## config.mk

```make
export PLATFORM = sky130hd
export DESIGN_NAME = padlink_terminal
export DESIGN_NICKNAME = d
export VERILOG_FILES = /design/src/rtl/padlink_pkg.sv /design/src/rtl/padlink_ctrl.sv /design/src/rtl/padlink_datapath.sv /design/src/rtl/padlink_terminal.sv
export SDC_FILE = /design/constraint.sdc
export NUM_CORES = 1
export LEC_CHECK = 0
export ABC_AREA = 0
export BUFFER_PORTS_ARGS = -buffer_cell sky130_fd_sc_hd__buf_2
export CELL_PAD_IN_SITES_DETAIL_PLACEMENT = 2
export CELL_PAD_IN_SITES_GLOBAL_PLACEMENT = 2
export CORE_MARGIN = 2
export CORE_UTILIZATION = 32
export CTS_CLUSTER_SIZE = 28
export DETAILED_ROUTE_END_ITERATION = 7
export GPL_TIMING_DRIVEN = 1
export PLACE_DENSITY_LB_ADDON = 0.1
export SYNTH_ARGS = -nofsm -noshare
export SYNTH_HDL_FRONTEND = slang
export SYNTH_SLANG_ARGS = --single-unit
```

## constraint.sdc

```tcl
create_clock -name clk -period 3.5 [get_ports clk]
set_input_delay 0.7 -clock clk [delete_from_list [all_inputs] [get_ports clk]]
set_output_delay 0.7 -clock clk [all_outputs]
set_load 0.03 [all_outputs]
```

## src/rtl/padlink_pkg.sv

```systemverilog
package padlink_pkg;
  typedef struct packed {
    logic load;     // register an encrypted word for the bus
    logic capture;  // decrypt and register the bus value
  } padlinkStrobe_t;
endpackage

```

## src/rtl/padlink_ctrl.sv

```systemverilog
module padlink_ctrl
  import padlink_pkg::*;
#(
  parameter int ADDR_W = 8
) (
  input  logic              clk,
  input  logic              rstN,
  input  logic              txWindow,
  input  logic              stepPad,
  input  logic              captureStb,
  output padlinkStrobe_t    stb,
  output logic [ADDR_W-1:0] padAddr,
  output logic              busOeN
);
  logic [ADDR_W-1:0] addrQ;
  logic              oeNQ;

  // Pad address: wraps naturally at 2^ADDR_W
  always_ff @(posedge clk or negedge rstN) begin
    if (!rstN)        addrQ <= '0;
    else if (stepPad) addrQ <= addrQ + 1'b1;
  end

  // Output enable follows the transmit window one edge later
  always_ff @(posedge clk or negedge rstN) begin
    if (!rstN) oeNQ <= 1'b1;
    else       oeNQ <= ~txWindow;
  end

  always_comb begin
    stb.load    = txWindow;
    stb.capture = captureStb;
  end

  assign padAddr = addrQ;
  assign busOeN  = oeNQ;
endmodule

```

## src/rtl/padlink_datapath.sv

```systemverilog
module padlink_datapath
  import padlink_pkg::*;
#(
  parameter int DATA_W   = 5,
  parameter int BUS_W    = 8,
  parameter int ADDR_W   = 8,
  parameter int PAD_W    = 8,
  parameter int PAD_MULT = 37,
  parameter int PAD_SEED = 90,
  parameter int HI_W     = 3
) (
  input  logic              clk,
  input  logic              rstN,
  input  padlinkStrobe_t    stb,
  input  logic [ADDR_W-1:0] padAddr,
  input  logic [DATA_W-1:0] keyCode,
  input  logic [BUS_W-1:0]  busIn,
  output logic [BUS_W-1:0]  busOut,
  output logic [HI_W-1:0]   dispHi,
  output logic [DATA_W-HI_W-1:0] dispLo,
  output logic              parityErr
);
  localparam int ENC_W = DATA_W + 1;
  localparam int DEPTH = 1 << ADDR_W;
  localparam int LO_W  = DATA_W - HI_W;

  // Pad table, computed from parameters
  logic [PAD_W-1:0] padRom [DEPTH];
  for (genvar g = 0; g < DEPTH; g++) begin : g_rom
    assign padRom[g] = PAD_W'(g * PAD_MULT + PAD_SEED);
  end

  logic [PAD_W-1:0] padWord;
  logic [ENC_W-1:0] padMask;
  assign padWord = padRom[padAddr];
  assign padMask = padWord[ENC_W-1:0];

  // Transmit side: parity on top, payload below, then mask
  logic [ENC_W-1:0] txPlain, txCipher;
  assign txPlain  = {^keyCode, keyCode};
  assign txCipher = txPlain ^ padMask;

  logic [BUS_W-1:0] busOutQ;
  always_ff @(posedge clk or negedge rstN) begin
    if (!rstN)         busOutQ <= '0;
    else if (stb.load) busOutQ <= BUS_W'(txCipher);
    else               busOutQ <= '0;
  end
  assign busOut = busOutQ;

  // Receive side: unmask only the used lines
  logic [ENC_W-1:0] rxPlain;
  logic             rxBad;
  assign rxPlain = busIn[ENC_W-1:0] ^ padMask;
  assign rxBad   = rxPlain[ENC_W-1] ^ (^rxPlain[DATA_W-1:0]);

  logic [DATA_W-1:0] rxDataQ;
  logic              rxBadQ;
  always_ff @(posedge clk or negedge rstN) begin
    if (!rstN) begin
      rxDataQ <= '0;
      rxBadQ  <= 1'b0;
    end else if (stb.capture) begin
      rxDataQ <= rxPlain[DATA_W-1:0];
      rxBadQ  <= rxBad;
    end
  end

  assign dispHi    = rxDataQ[DATA_W-1:LO_W];
  assign dispLo    = rxDataQ[LO_W-1:0];
  assign parityErr = rxBadQ;
endmodule

```

## src/rtl/padlink_terminal.sv

```systemverilog
module padlink_terminal
  import padlink_pkg::*;
#(
  parameter int DATA_W   = 5,
  parameter int BUS_W    = 8,
  parameter int ADDR_W   = 8,
  parameter int PAD_W    = 8,
  parameter int PAD_MULT = 37,
  parameter int PAD_SEED = 90,
  parameter int HI_W     = 3
) (
  input  logic                   clk,
  input  logic                   rstN,
  input  logic [DATA_W-1:0]      keyCode,
  input  logic                   txWindow,
  input  logic                   stepPad,
  input  logic                   captureStb,
  input  logic [BUS_W-1:0]       busIn,
  output logic [BUS_W-1:0]       busOut,
  output logic                   busOeN,
  output logic [HI_W-1:0]        dispHi,
  output logic [DATA_W-HI_W-1:0] dispLo,
  output logic                   parityErr
);
  padlinkStrobe_t    stb;
  logic [ADDR_W-1:0] padAddr;

  padlink_ctrl #(.ADDR_W(ADDR_W)) ctrl_i (
    .clk(clk), .rstN(rstN), .txWindow(txWindow), .stepPad(stepPad),
    .captureStb(captureStb), .stb(stb), .padAddr(padAddr), .busOeN(busOeN)
  );

  padlink_datapath #(
    .DATA_W(DATA_W), .BUS_W(BUS_W), .ADDR_W(ADDR_W), .PAD_W(PAD_W),
    .PAD_MULT(PAD_MULT), .PAD_SEED(PAD_SEED), .HI_W(HI_W)
  ) dp_i (
    .clk(clk), .rstN(rstN), .stb(stb), .padAddr(padAddr), .keyCode(keyCode),
    .busIn(busIn), .busOut(busOut), .dispHi(dispHi), .dispLo(dispLo),
    .parityErr(parityErr)
  );
endmodule

```

* Word-level counts from Yosys, hierarchy flattened
Memory sizes are Yosys's and may differ from the RTL's.
Index checks and enable logic that the tools add are counted.
Widths: inputs -> output; s select.
** Word-level totals
- Word-level logic and storage cells :: 18
- Memory bits (read-only) :: 2048
- Memories kept :: 1
- Output and inout port bits :: 15
- Register bits after elaboration :: 23
** Memory list
- (name not given) :: words 256, width 8, read ports 1, clocked after memory_dff 0, wr ports 0, line padlink_datapath.sv:35 : assign padWord = padRom[padAddr];
** Cells by class
- Bitwise logic cells :: 5
- Mux-type cells :: 3
- Add/sub/neg operators :: 1
- Reduce and logical (&&, ||, !) cells :: 2
- $lt $le $gt $ge :: 1
** Operators by type and width (number)
- $mux 6 :: 3
- $xor 6x6->6 :: 2
- $reduce_xor 5->1 :: 2
- $ge 9x9->1 const B :: 1
- $not 8->9 :: 1
- $add 8x1->8 const B :: 1
- $not 1->1 :: 1
- $xor 1x1->1 :: 1

* Longest topological paths before layout
Gate-level depths: netlist of run 1.
- Word-level depth :: 7
- Depth in mapped cells :: 10

* Modules after synthesis
Synthesis of run 1 repeated with hierarchy kept, for this count alone.
** Unflattened totals
- Cell total of the unflattened synthesis :: 124
- Area, all modules :: 1375.1 µm²
** Modules (own cells, without submodules)
- padlink_datapath :: area each 993.5 µm², sequential area each 300.3 µm², cells an instance 94, times used 1
- padlink_ctrl :: area each 381.6 µm², sequential area each 226.5 µm², cells an instance 30, times used 1

* Worst setup path before layout of run 1
No wires, ideal clock.
- Path type :: register to register
- Start point :: reg ctrl_i.addrQ[0] (netlist: ctrl_i.padAddr[0])
- End point :: reg dp_i.rxBadQ (netlist: dp_i.parityErr)
- Setup slack :: 1.000 ns
- Cell stages (with the launch flop) :: 11
- Setup time :: 0.125 ns
- Data arrival time :: 2.375 ns
- Data required time :: 3.375 ns
- Clock period less this slack :: 2.500 ns
- Path through :: dfrtp_1 > buf_2 > inv_1 > ha_1 > xor2_4 > xor2_2 > xor2_1 > xnor2_1 > xnor3_1 > xnor2_1 > mux2_4
** Between the ends
- Longest elaborated chain between the ends :: 7
** Ends and longest elaborated chain
- start: declaration :: line padlink_ctrl.sv:15 : logic [ADDR_W-1:0] addrQ;
- start signal: assignment :: line padlink_ctrl.sv:21 : else if (stepPad) addrQ <= addrQ + 1'b1;
- $not 8->9 (not written as such) * :: line padlink_datapath.sv:35
- $mem_v2 256x8 *
- $mux 6 (not written as such) * (2 in a row) :: line padlink_datapath.sv:35
- $xor 6x6->6 * :: line padlink_datapath.sv:54 : assign rxPlain = busIn[ENC_W-1:0] ^ padMask;
- $reduce_xor 5->1 :: line padlink_datapath.sv:55 : assign rxBad = rxPlain[ENC_W-1] ^ (^rxPlain[DATA_W-1:0]);
- $xor 1x1->1 * :: line padlink_datapath.sv:55
- end signal: assignment :: line padlink_datapath.sv:65 : rxBadQ <= rxBad;
- end: declaration :: line padlink_datapath.sv:58 : logic rxBadQ;
Every way passes the cells marked *; elsewhere a longest branch is shown, timed or not. The select of a mux whose other input is x is not followed.
A chain may end at the register's enable or synchronous reset.

* Final worst setup path of run 1
- Start point :: reg ctrl_i.addrQ[1] (netlist: ctrl_i.padAddr[1])
- End point :: reg dp_i.rxBadQ (netlist: dp_i.parityErr)
Same word-level chain as after synthesis.

==> metrics.md, run 1 <==
| Metric | Value |
|---|---|
| Final Hold Fails | 0 |
| Maxcap violations | 0 |
| CTS clk-pin slew, worst paths | approximately 80 ps |
| Detail Placement HPWL | approximately 2.2 mm |
| Cell count after synthesis | 115 |
| Vias in the first global route | 937 |
| Clock Tree Root | sky130_fd_sc_hd__clkbuf_8 |
| Worst-case clock skew | 1.42 ps |
| Global-route usage over all layers | 14.0% |
| Outcome | finished clean |
| Top post-synthesis cells by count | sky130_fd_sc_hd__dfrtp_1, sky130_fd_sc_hd__xnor2_1, sky130_fd_sc_hd__nor2_1 |
| Power density over cell area | around 1200 nW/um^2 |
| Number of cell rows | 22 |
| Wire length of the first global-routing pass | 4.55 mm |
| Worst vdd rail ir drop | 0.411 mV |
| Share of cell area taken by muxes after synthesis | 6.44% |
| Mapped cell area | between 1000 and 1500 sq um |
| Synth Area in Adders | 8.05% |
| Syn-to-layout area delta | 16.8% |
| Hold crit path type | in -> async |
| Worst-Margin Slew | 599 ps |
| Achievable frequency | roughly 0.37 GHz |
| Number of distinct library cells after synthesis | 33 |
| Ys async rst share | 100% |
| Worst-Skew Late Latency | 250 ps |
| Width of the die | 66.3 um |
| Drt total wl | 2.74 mm |
| Maximum net fanout on the critical path | 9 |
| Drt drc | 0 |
| Avg Inst Size Synth | around 11 sq um |
| Dominant cell by count in the synthesized netlist | sky130_fd_sc_hd__dfrtp_1 |
| Ranking of synthesized cells by area | sky130_fd_sc_hd__dfrtp_1, sky130_fd_sc_hd__xnor2_1, sky130_fd_sc_hd__ha_1 |
| Finished layout cell area | 1450 sq um |
| Number of clock sinks | 19 |
| Yosys reg bits | 19 |
| Max transition margin | about 60% |
| Post-CTS Repair Setup Buffers | 0 |
| Final worst path period need | around 2700 ps |
| Post-synthesis sequential area ratio | about two fifths |
| Library cell with the largest summed area after synthesis | sky130_fd_sc_hd__dfrtp_1 |
| Fin Hold WS | 389 ps |
| Total via count after detailed routing | 854 |
| Combinational family with the most area after synthesis | XOR/XNOR gates |
| R2R setup slack | slightly below 800 ps |
| Total cell area at the placement stage | approximately 1400 sq um |
| Area enclosed by the die boundary | ~4400 sq um |
| Buffers added on ports | 28 |
| I/O pin cnt | 33 |
| Initial core utilization | 33.7% |
| Finish-stage setup viols | 0 |
| Power, Total | roughly 1.8 mW |
| Placeable core area | between 3000 and 4000 sq um |
| Net count of the finished layout | 168 |
| Total number of H-tree levels | 1 |
| Yosys warning count | 0 |
| Mean routed wirelength per cell | between 10 and 15 um |
| Share of the core filled with cells in the final layout | approximately two fifths |
| Worst-case setup slack after placement | 720 ps |
| Die Y | 66.3 um |
| Number of resized instances in the post-cts repair step | 0 |
| Compound-cell area share of the yosys netlist | 7.14% |
| Worst Path Required | about 3600 ps |
| Setup_tns | 0 ps |
| Diodes inserted | 0 |
| Worst-case setup margin in the final layout | 772 ps |
| Via density | 4.52 |
| Initial antenna violation count | 0 |
| Initial detailed-routing violation count | 9 |
| Period utilization | between 70% and 80% |
| Fraction of post-synthesis cell area in the top cell type by area | 36.2% |
| Area used by sequential logic in the layout | 477 sq um |
| Share of final-layout standard cells stronger than drive strength 1 | 29.8% |
| # fillers | 424 |
| Final standard cell count with taps included and fillers excluded | 189 |
| Overflow left after global routing | 0 |
| Post-CTS Hold Fix Bufs | 0 |
| Predominant post-synthesis flop cell | sky130_fd_sc_hd__dfrtp_1 |
| Area used by multi-input combinational logic | approximately 700 sq um |
| Final Slew Violations | 0 |
| Antenna viol nets, final | 0 |
| Setup repair after global routing missed its margin | false |
| Post-placement cell count | 185 |
| Fraction of the mapped netlist area in simple logic gates | 9.15% |
| Leakage dissipation | 0.693 nW |
| Placer's final routability congestion estimate | 0.677 |
| Xor and xnor area share after synthesis | 24.6% |
| Data arrival, critical path | 2870 ps |
| CTS Buf Count | 3 |
| Drt first pass iters | 2 |
| Launching element type of the critical path | register |
| Max clock buf depth | 2 |
| Largest net degree at the start of global routing | 20 |
| Category of the critical setup timing path | reg -> reg |
| TritonCTS clock tree | built |
| Crit. End Element | register |
| Number of synthesized flops with an enable pin | 0 |
-- cells by family after synthesis --
kind of cell / Yosys count
xor+xnor: 28
simple gates: 24
flops: 19
buf+inv: 15
compound gates: 14
fa+ha+maj: 8
mux: 6
other cells: 1
-- placed cells by master (no fill, tap or decap), drive strengths merged --
cell type,instances
mux4,1
inv,7
buf,29
xnor3,2
nand2b,1
o22ai,1
a211o,1
nand2,4
nor2,14
ha,8
conb,2
a21oi,6
a211oi,1
nor2b,2
a2111oi,1
mux2i,2
o211ai,1
clkbuf,4
o21ai,3
nor3b,1
dfrtp,18
dfstp,1
xor2,9
mux2,3
nand4,2
xnor2,17
-- worst max-delay path, cell delays in order, from the launching register on --
cell and delay [ps]:
sky130_fd_sc_hd__dfrtp_1 560, sky130_fd_sc_hd__inv_1 190, sky130_fd_sc_hd__ha_1 460, sky130_fd_sc_hd__xor2_4 220
sky130_fd_sc_hd__xor2_2 180, sky130_fd_sc_hd__xor2_1 190, sky130_fd_sc_hd__xnor2_1 150, sky130_fd_sc_hd__xnor3_1 260
sky130_fd_sc_hd__xnor2_1 140, sky130_fd_sc_hd__mux2_4 260
-- layer usage --
metal | share of wire, % | vias to the layer above | track usage, %
li1 | - | 415 | -
met1 | 46 | 418 | 17.8
met2 | 50 | 19 | 25.0
met3 | 3.9 | 2 | 2.04
met4 | 0.48 | 0 | 3.06
met5 | 0 | - | 0
-- area by class of cell --
type                       count  share of cell area [%]
sequential                    19                    32.8
inverter                       7                    1.81
timing repair buffer          29                    10.2
multi-input combinational     82                    48.0
clock buffer                   4                    3.10
tap                           48                    4.13
-- state kept, by name, summed over array words and instances, names as in the netlist --
name	flops
ctrl_i.busOeN	1
ctrl_i.padAddr	6
dp_i.busOut	6
dp_i.rxDataQ	5
dp_i.parityErr	1
-- where the power goes --
group,internal (mW),leakage [nW],switching (mW)
combinational,0.562,0.441,0.611
clock,0.0808,0.0228,0.0757
sequential,0.320,0.230,0.128
total,0.963,0.693,0.816
-- final timing paths --
check                                         startpoint                           to  depth (start not counted)
max                        ctrl_i.padAddr[1]$_DFFE_PN0P_   dp_i.parityErr$_DFFE_PN0P_                          9
min                                                 rstN     dp_i.busOut[2]$_DFF_PN0_                          1
max reg2reg                ctrl_i.padAddr[1]$_DFFE_PN0P_   dp_i.parityErr$_DFFE_PN0P_                          9
min reg2reg                  dp_i.rxDataQ[1]$_DFFE_PN0P_  dp_i.rxDataQ[1]$_DFFE_PN0P_                          1
max in group asynchronous                           rstN      ctrl_i.busOeN$_DFF_PN1_                          1
min in group clk             dp_i.rxDataQ[1]$_DFFE_PN0P_  dp_i.rxDataQ[1]$_DFFE_PN0P_                          1
Note: power is estimated with default switching activity, not from simulation.
==> run 2, diff against run 1 <==
- clock period: 3.5 -> 2.8 ns (I/O delays scaled with it)
==> run 2 against run 1 <==
Register-to-register slack lost 460 ps. Sequential power grew 15%. First-iteration DRC count grew to 2.8 times the previous value. Via count grew 2.9%. Critical endpoint unchanged. Global-route usage grew 0.87 points. Clock power grew 27%. Largest power group unchanged. Highest routed layer unchanged.
==> metrics.md, run 2 (same netlist as run 1, synthesis figures left out) <==
| Metric | Value |
|---|---|
| Outcome | finished clean |
| Power, Total | 2.26 mW |
| Number of clock sinks | 19 |
| Total number of H-tree levels | 1 |
| # fillers | about 420 |
| Initial detailed-routing violation count | 25 |
| Buffers added on ports | 28 |
| Share of final-layout standard cells stronger than drive strength 1 | a little under a third |
| Cell type with the highest occurrence count on the critical path | sky130_fd_sc_hd__xnor2_1 |
| Total via count after detailed routing | approximately 880 |
| Fin Hold WS | 236 ps |
| Power density over cell area | 1530 nW/um^2 |
| Initial core utilization | between 30% and 40% |
| Count of cells along the worst register-to-register path | 9 |
| Syn-to-layout area delta | 18.6% |
| Initial antenna violation count | 0 |
| Most frequent standard cell in the layout excluding fill and tap cells | sky130_fd_sc_hd__buf_2 |
| Category of the critical setup timing path | reg -> reg |
| Width of the die | between 60 and 70 um |
| Final Slew Violations | 0 |
| Overflow left after global routing | 0 |
| CTS clk-pin slew, worst paths | 80 ps |
| Net count of the finished layout | 171 |
| Worst-case clock skew | 7.93 ps |
| Most frequent cells in the layout | sky130_fd_sc_hd__buf_2, sky130_fd_sc_hd__dfrtp_1, sky130_fd_sc_hd__xnor2_1, sky130_fd_sc_hd__nor2_1, sky130_fd_sc_hd__ha_1 |
| Drt first pass iters | 3 |
| Critical path depth | 9 |
| Worst Path Required | 2950 ps |
| Launching element type of the critical path | register |
| Cell family contributing the most delay on the critical path | XOR/XNOR gates |
| Leakage dissipation | 0.708 nW |
| Antenna viol nets, final | 0 |
| Crit. End Element | register |
| Maximum net fanout on the critical path | 5 |
| Cell breakdown of the critical path | inv_1, ha_1, xor2_4, xor2_2, xor2_1, xnor2_1, xnor3_1, xnor2_1, mux2_4 |
| Detail Placement HPWL | 2.27 mm |
| Number of resized instances in the post-cts repair step | 0 |
| Post-CTS Hold Fix Bufs | 0 |
| Die Y | 66.3 um |
| Final Hold Fails | 0 |
| Drt drc | 0 |
| Finish-stage setup viols | 0 |
| Vias in the first global route | between 1000 and 1500 |
| Placeable core area | 3690 sq um |
| Setup_tns | 0 ps |
| I/O pin cnt | 33 |
| Mean routed wirelength per cell | around 15 um |
| Clock Tree Root | sky130_fd_sc_hd__clkbuf_8 |
| Maximum single-stage delay on the critical path | 440 ps |
| Via density | 4.58 |
| Number of cell rows | 22 |
| Worst vdd rail ir drop | 0.420 mV |
| Diodes inserted | 0 |
| Post-CTS Repair Setup Buffers | 0 |
| Hold crit path type | in -> async |
| Area enclosed by the die boundary | 4400 sq um |
| Wire length of the first global-routing pass | roughly 4.9 mm |
| Drt total wl | 2.82 mm |
| Crit path max-delay cell type | sky130_fd_sc_hd__dfrtp_1 |
| CTS Buf Count | 3 |
| Largest net degree at the start of global routing | 20 |
| Achievable frequency | 0.401 GHz |
| Buffers and inverters on the worst path | 1 |
| Data arrival, critical path | between 2000 and 3000 ps |
| Maxcap violations | 0 |
| Setup repair after global routing missed its margin | false |
| Worst-Skew Late Latency | 260 ps |
| Global-route usage over all layers | 14.9% |
| Period utilization | between 80% and 90% |
| TritonCTS clock tree | built |
| Max clock buf depth | 2 |
| Placer's final routability congestion estimate | 0.694 |
| Final worst path period need | 2490 ps |
==> run 2: worst paths after layout <==
kind	startpoint	slack, ps	to
setup / recovery	ctrl_i.padAddr[0]$_DFFE_PN0P_	310	dp_i.parityErr$_DFFE_PN0P_
max in group asynchronous	rstN	2220	ctrl_i.busOeN$_DFF_PN1_
setup reg to reg	ctrl_i.padAddr[0]$_DFFE_PN0P_	310	dp_i.parityErr$_DFFE_PN0P_
hold / removal	rstN	240	dp_i.parityErr$_DFFE_PN0P_
min in group clk	txWindow	500	ctrl_i.busOeN$_DFF_PN1_
hold reg to reg	dp_i.rxDataQ[1]$_DFFE_PN0P_	510	dp_i.rxDataQ[1]$_DFFE_PN0P_
==> run 2: area by class of cell <==
| cell class | count | area, sq um | area share, % |
|---|---|---|---|
| inverter | 7 | 26.3 | 1.78 |
| tap | 48 | 60.1 | 4.07 |
| timing repair buffer | 32 | 170 | 11.5 |
| clock buffer | 4 | 45.0 | 3.05 |
| sequential | 19 | 477 | 32.3 |
| multi-input combinational | 82 | 697 | 47.2 |
==> run 2: where the power goes <==
group	switching [mW]	internal, mW
clock network	0.0979	0.101
registers	0.116	0.402
logic	0.811	0.730
total	1.03	1.23
==> run 2: per-layer routing <==
layer | up-vias | global-route usage, % | part of all wire (%)
met4 | 0 | 3.06 | 0.25
met1 | 435 | 16.9 | 41
met5 | - | 0 | 0
met3 | 2 | 3.24 | 4.4
met2 | 19 | 28.2 | 54
li1 | 423 | - | -
==> run 2: per-stage QoR <==
stage / utilization (%) / instance area (sq um) / setup WS [ps] / cells
2_1_floorplan: - / 1250 / 300 / 116
3_3_place_gp: 38.8 / 1430 / 327 / 188
3_5_place_dp: 38.8 / 1430 / 241 / 188
4_1_cts: 40.0 / 1480 / 243 / 192
5_1_grt: 40.0 / 1480 / 79.1 / 192
6_report: 40.0 / 1480 / 307 / 192
==> run 3, diff against run 2 <==
- CORE_UTILIZATION: 32 -> 33
- SYNTH_HIERARCHICAL: not set -> 1
==> run 3 against run 2 <==
Wire length increased by 7.3%. Critical path depth decreased by 1. Design area increased by 3.2%.
==> metrics.md, run 3 <==
| Metric | Value |
|---|---|
| Outcome | finished clean |
| Drt drc | 0 |
| Total cell area at the placement stage | 1480 sq um |
| Power density over cell area | about 1500 nW/um^2 |
| CTS clk-pin slew, worst paths | 80 ps |
| Post-placement cell count | 190 |
| Hold crit path type | in -> async |
| Cell count after synthesis | 116 |
| Worst Path Required | roughly 3000 ps |
| Most frequent standard cell in the layout excluding fill and tap cells | sky130_fd_sc_hd__buf_2 |
| Data arrival, critical path | about 2600 ps |
| Syn-to-layout area delta | 18.4% |
| Final Hold Fails | 0 |
| Launching element type of the critical path | register |
| Post-CTS Repair Setup Buffers | 0 |
| Placeable core area | 3720 sq um |
| Achievable frequency | between 0.4 and 0.5 GHz |
| Diodes inserted | 0 |
| Final standard cell count with taps included and fillers excluded | around 190 |
| Total number of H-tree levels | 1 |
| Antenna viol nets, final | 0 |
| Buffers added on ports | 28 |
| Width of the die | 66.4 um |
| Finish-stage setup viols | 0 |
| Fin Hold WS | 232 ps |
| Area enclosed by the die boundary | 4410 sq um |
| Placer's final routability congestion estimate | 0.754 |
| Drt total wl | 3.03 mm |
| Crit path max-delay cell type | sky130_fd_sc_hd__dfrtp_1 |
| Final Slew Violations | 0 |
| Crit. End Element | register |
| Mean routed wirelength per cell | 15.6 um |
| Clock Tree Root | sky130_fd_sc_hd__clkbuf_8 |
| Number of clock sinks | 19 |
| Final worst path period need | 2400 ps |
| Buffers and inverters on the worst path | 1 |
| Die Y | about 66 um |
| CTS Buf Count | 3 |
| Worst vdd rail ir drop | 0.372 mV |
| Wire length of the first global-routing pass | approximately 4.9 mm |
| Post-CTS Hold Fix Bufs | 0 |
| Total via count after detailed routing | 921 |
| Yosys warning count | 6 |
| Cell breakdown of the critical path | inv_1, ha_1, xor2_1, xor2_1, xnor2_1, xor2_1, xnor3_1, a21oi_1 |
| Initial core utilization | 34.6% |
| Setup_tns | 0 ps |
| Drt first pass iters | 2 |
| Leakage dissipation | 0.735 nW |
| TritonCTS clock tree | built |
| Setup repair after global routing missed its margin | false |
| Finished layout cell area | 1520 sq um |
| Net count of the finished layout | 174 |
| Maximum single-stage delay on the critical path | roughly 380 ps |
| Cell family contributing the most delay on the critical path | XOR/XNOR gates |
| Vias in the first global route | 998 |
| Number of cell rows | 22 |
| I/O pin cnt | 33 |
| Worst-Skew Late Latency | 260 ps |
| Initial antenna violation count | 0 |
| Category of the critical setup timing path | reg -> reg |
| Avg Inst Size Synth | ~11 sq um |
| Max clock buf depth | 2 |
| Maxcap violations | 0 |
| Period utilization | 85.7% |
| Number of resized instances in the post-cts repair step | 0 |
| Worst-Margin Slew | 513 ps |
| Max transition margin | approximately 65% |
| Global-route usage over all layers | 15.4% |
| Worst-case clock skew | 6.27 ps |
| Share of final-layout standard cells stronger than drive strength 1 | 32.2% |
| # fillers | 413 |
| Overflow left after global routing | 0 |
| Initial detailed-routing violation count | 37 |
| Share of the core filled with cells in the final layout | between 40 and 50% |
| Cell type with the highest occurrence count on the critical path | sky130_fd_sc_hd__xor2_1 |
| Detail Placement HPWL | 2.41 mm |
| Maximum net fanout on the critical path | 6 |
| Most frequent cells in the layout | sky130_fd_sc_hd__buf_2, sky130_fd_sc_hd__dfrtp_1, sky130_fd_sc_hd__xnor2_1, sky130_fd_sc_hd__xor2_1, sky130_fd_sc_hd__ha_1 |
| Largest net degree at the start of global routing | 20 |
| Via density | between 4 and 5 |
| Mapped cell area | approximately 1300 sq um |
## run 3: through the flow
step	setup WS, ps	total power, mW
floorplan	365	1.68
global placement	453	1.99
detailed placement	353	2.06
CTS	329	2.27
global route	169	2.41
finish	400	2.22
## run 3: final timing paths
check                                         endpoint  slack (ps)                          start  cells after the start
max in group asynchronous      ctrl_i/busOeN$_DFF_PN1_        2240                           rstN                      1
max reg2reg                 dp_i/parityErr$_DFFE_PN0P_         400  ctrl_i/padAddr[0]$_DFFE_PN0P_                      8
min in group clk               ctrl_i/busOeN$_DFF_PN1_         510                       txWindow                      2
min                           dp_i/busOut[5]$_DFF_PN0_         230                           rstN                      1
min reg2reg                dp_i/rxDataQ[3]$_DFFE_PN0P_         510    dp_i/rxDataQ[3]$_DFFE_PN0P_                      1
max                         dp_i/parityErr$_DFFE_PN0P_         400  ctrl_i/padAddr[0]$_DFFE_PN0P_                      8
## run 3: report_power, final
group          internal [mW]  leakage, nW  total, mW  switching (mW)
Clock                 0.0989       0.0255      0.191          0.0925
Combinational          0.732        0.481       1.52           0.784
Sequential             0.401        0.228      0.511           0.110
Total                   1.23        0.735       2.22           0.987
## run 3: layer usage
layer / track usage (%) / up-vias / share of wire [%] / routed length (um)
li1: - / 441 / - / -
met1: 16.5 / 456 / 43 / 1290
met2: 29.3 / 20 / 53 / 1600
met3: 2.21 / 4 / 3.2 / 97
met4: 6.89 / 0 / 1.4 / 42
met5: 0 / - / 0 / 0
## run 3: worst reg2reg max path, delay by kind of cell, from the launching register on
family | cells | cell delay (ps)
xor+xnor | 5 | 1250
flops | 1 | 380
fa+ha+maj | 1 | 340
buf+inv | 1 | 190
compound gates | 1 | 160
## run 3: layout make-up
class | instances | area (sq um) | area share, %
clock buffers | 3 | 41.3 | 2.71
well taps | 48 | 60.1 | 3.94
repair buffers | 32 | 170 | 11.2
inverters | 7 | 26.3 | 1.73
clock inverters | 1 | 5.00 | 0.329
flip-flops and latches | 19 | 477 | 31.3
multi-input cells | 84 | 743 | 48.8
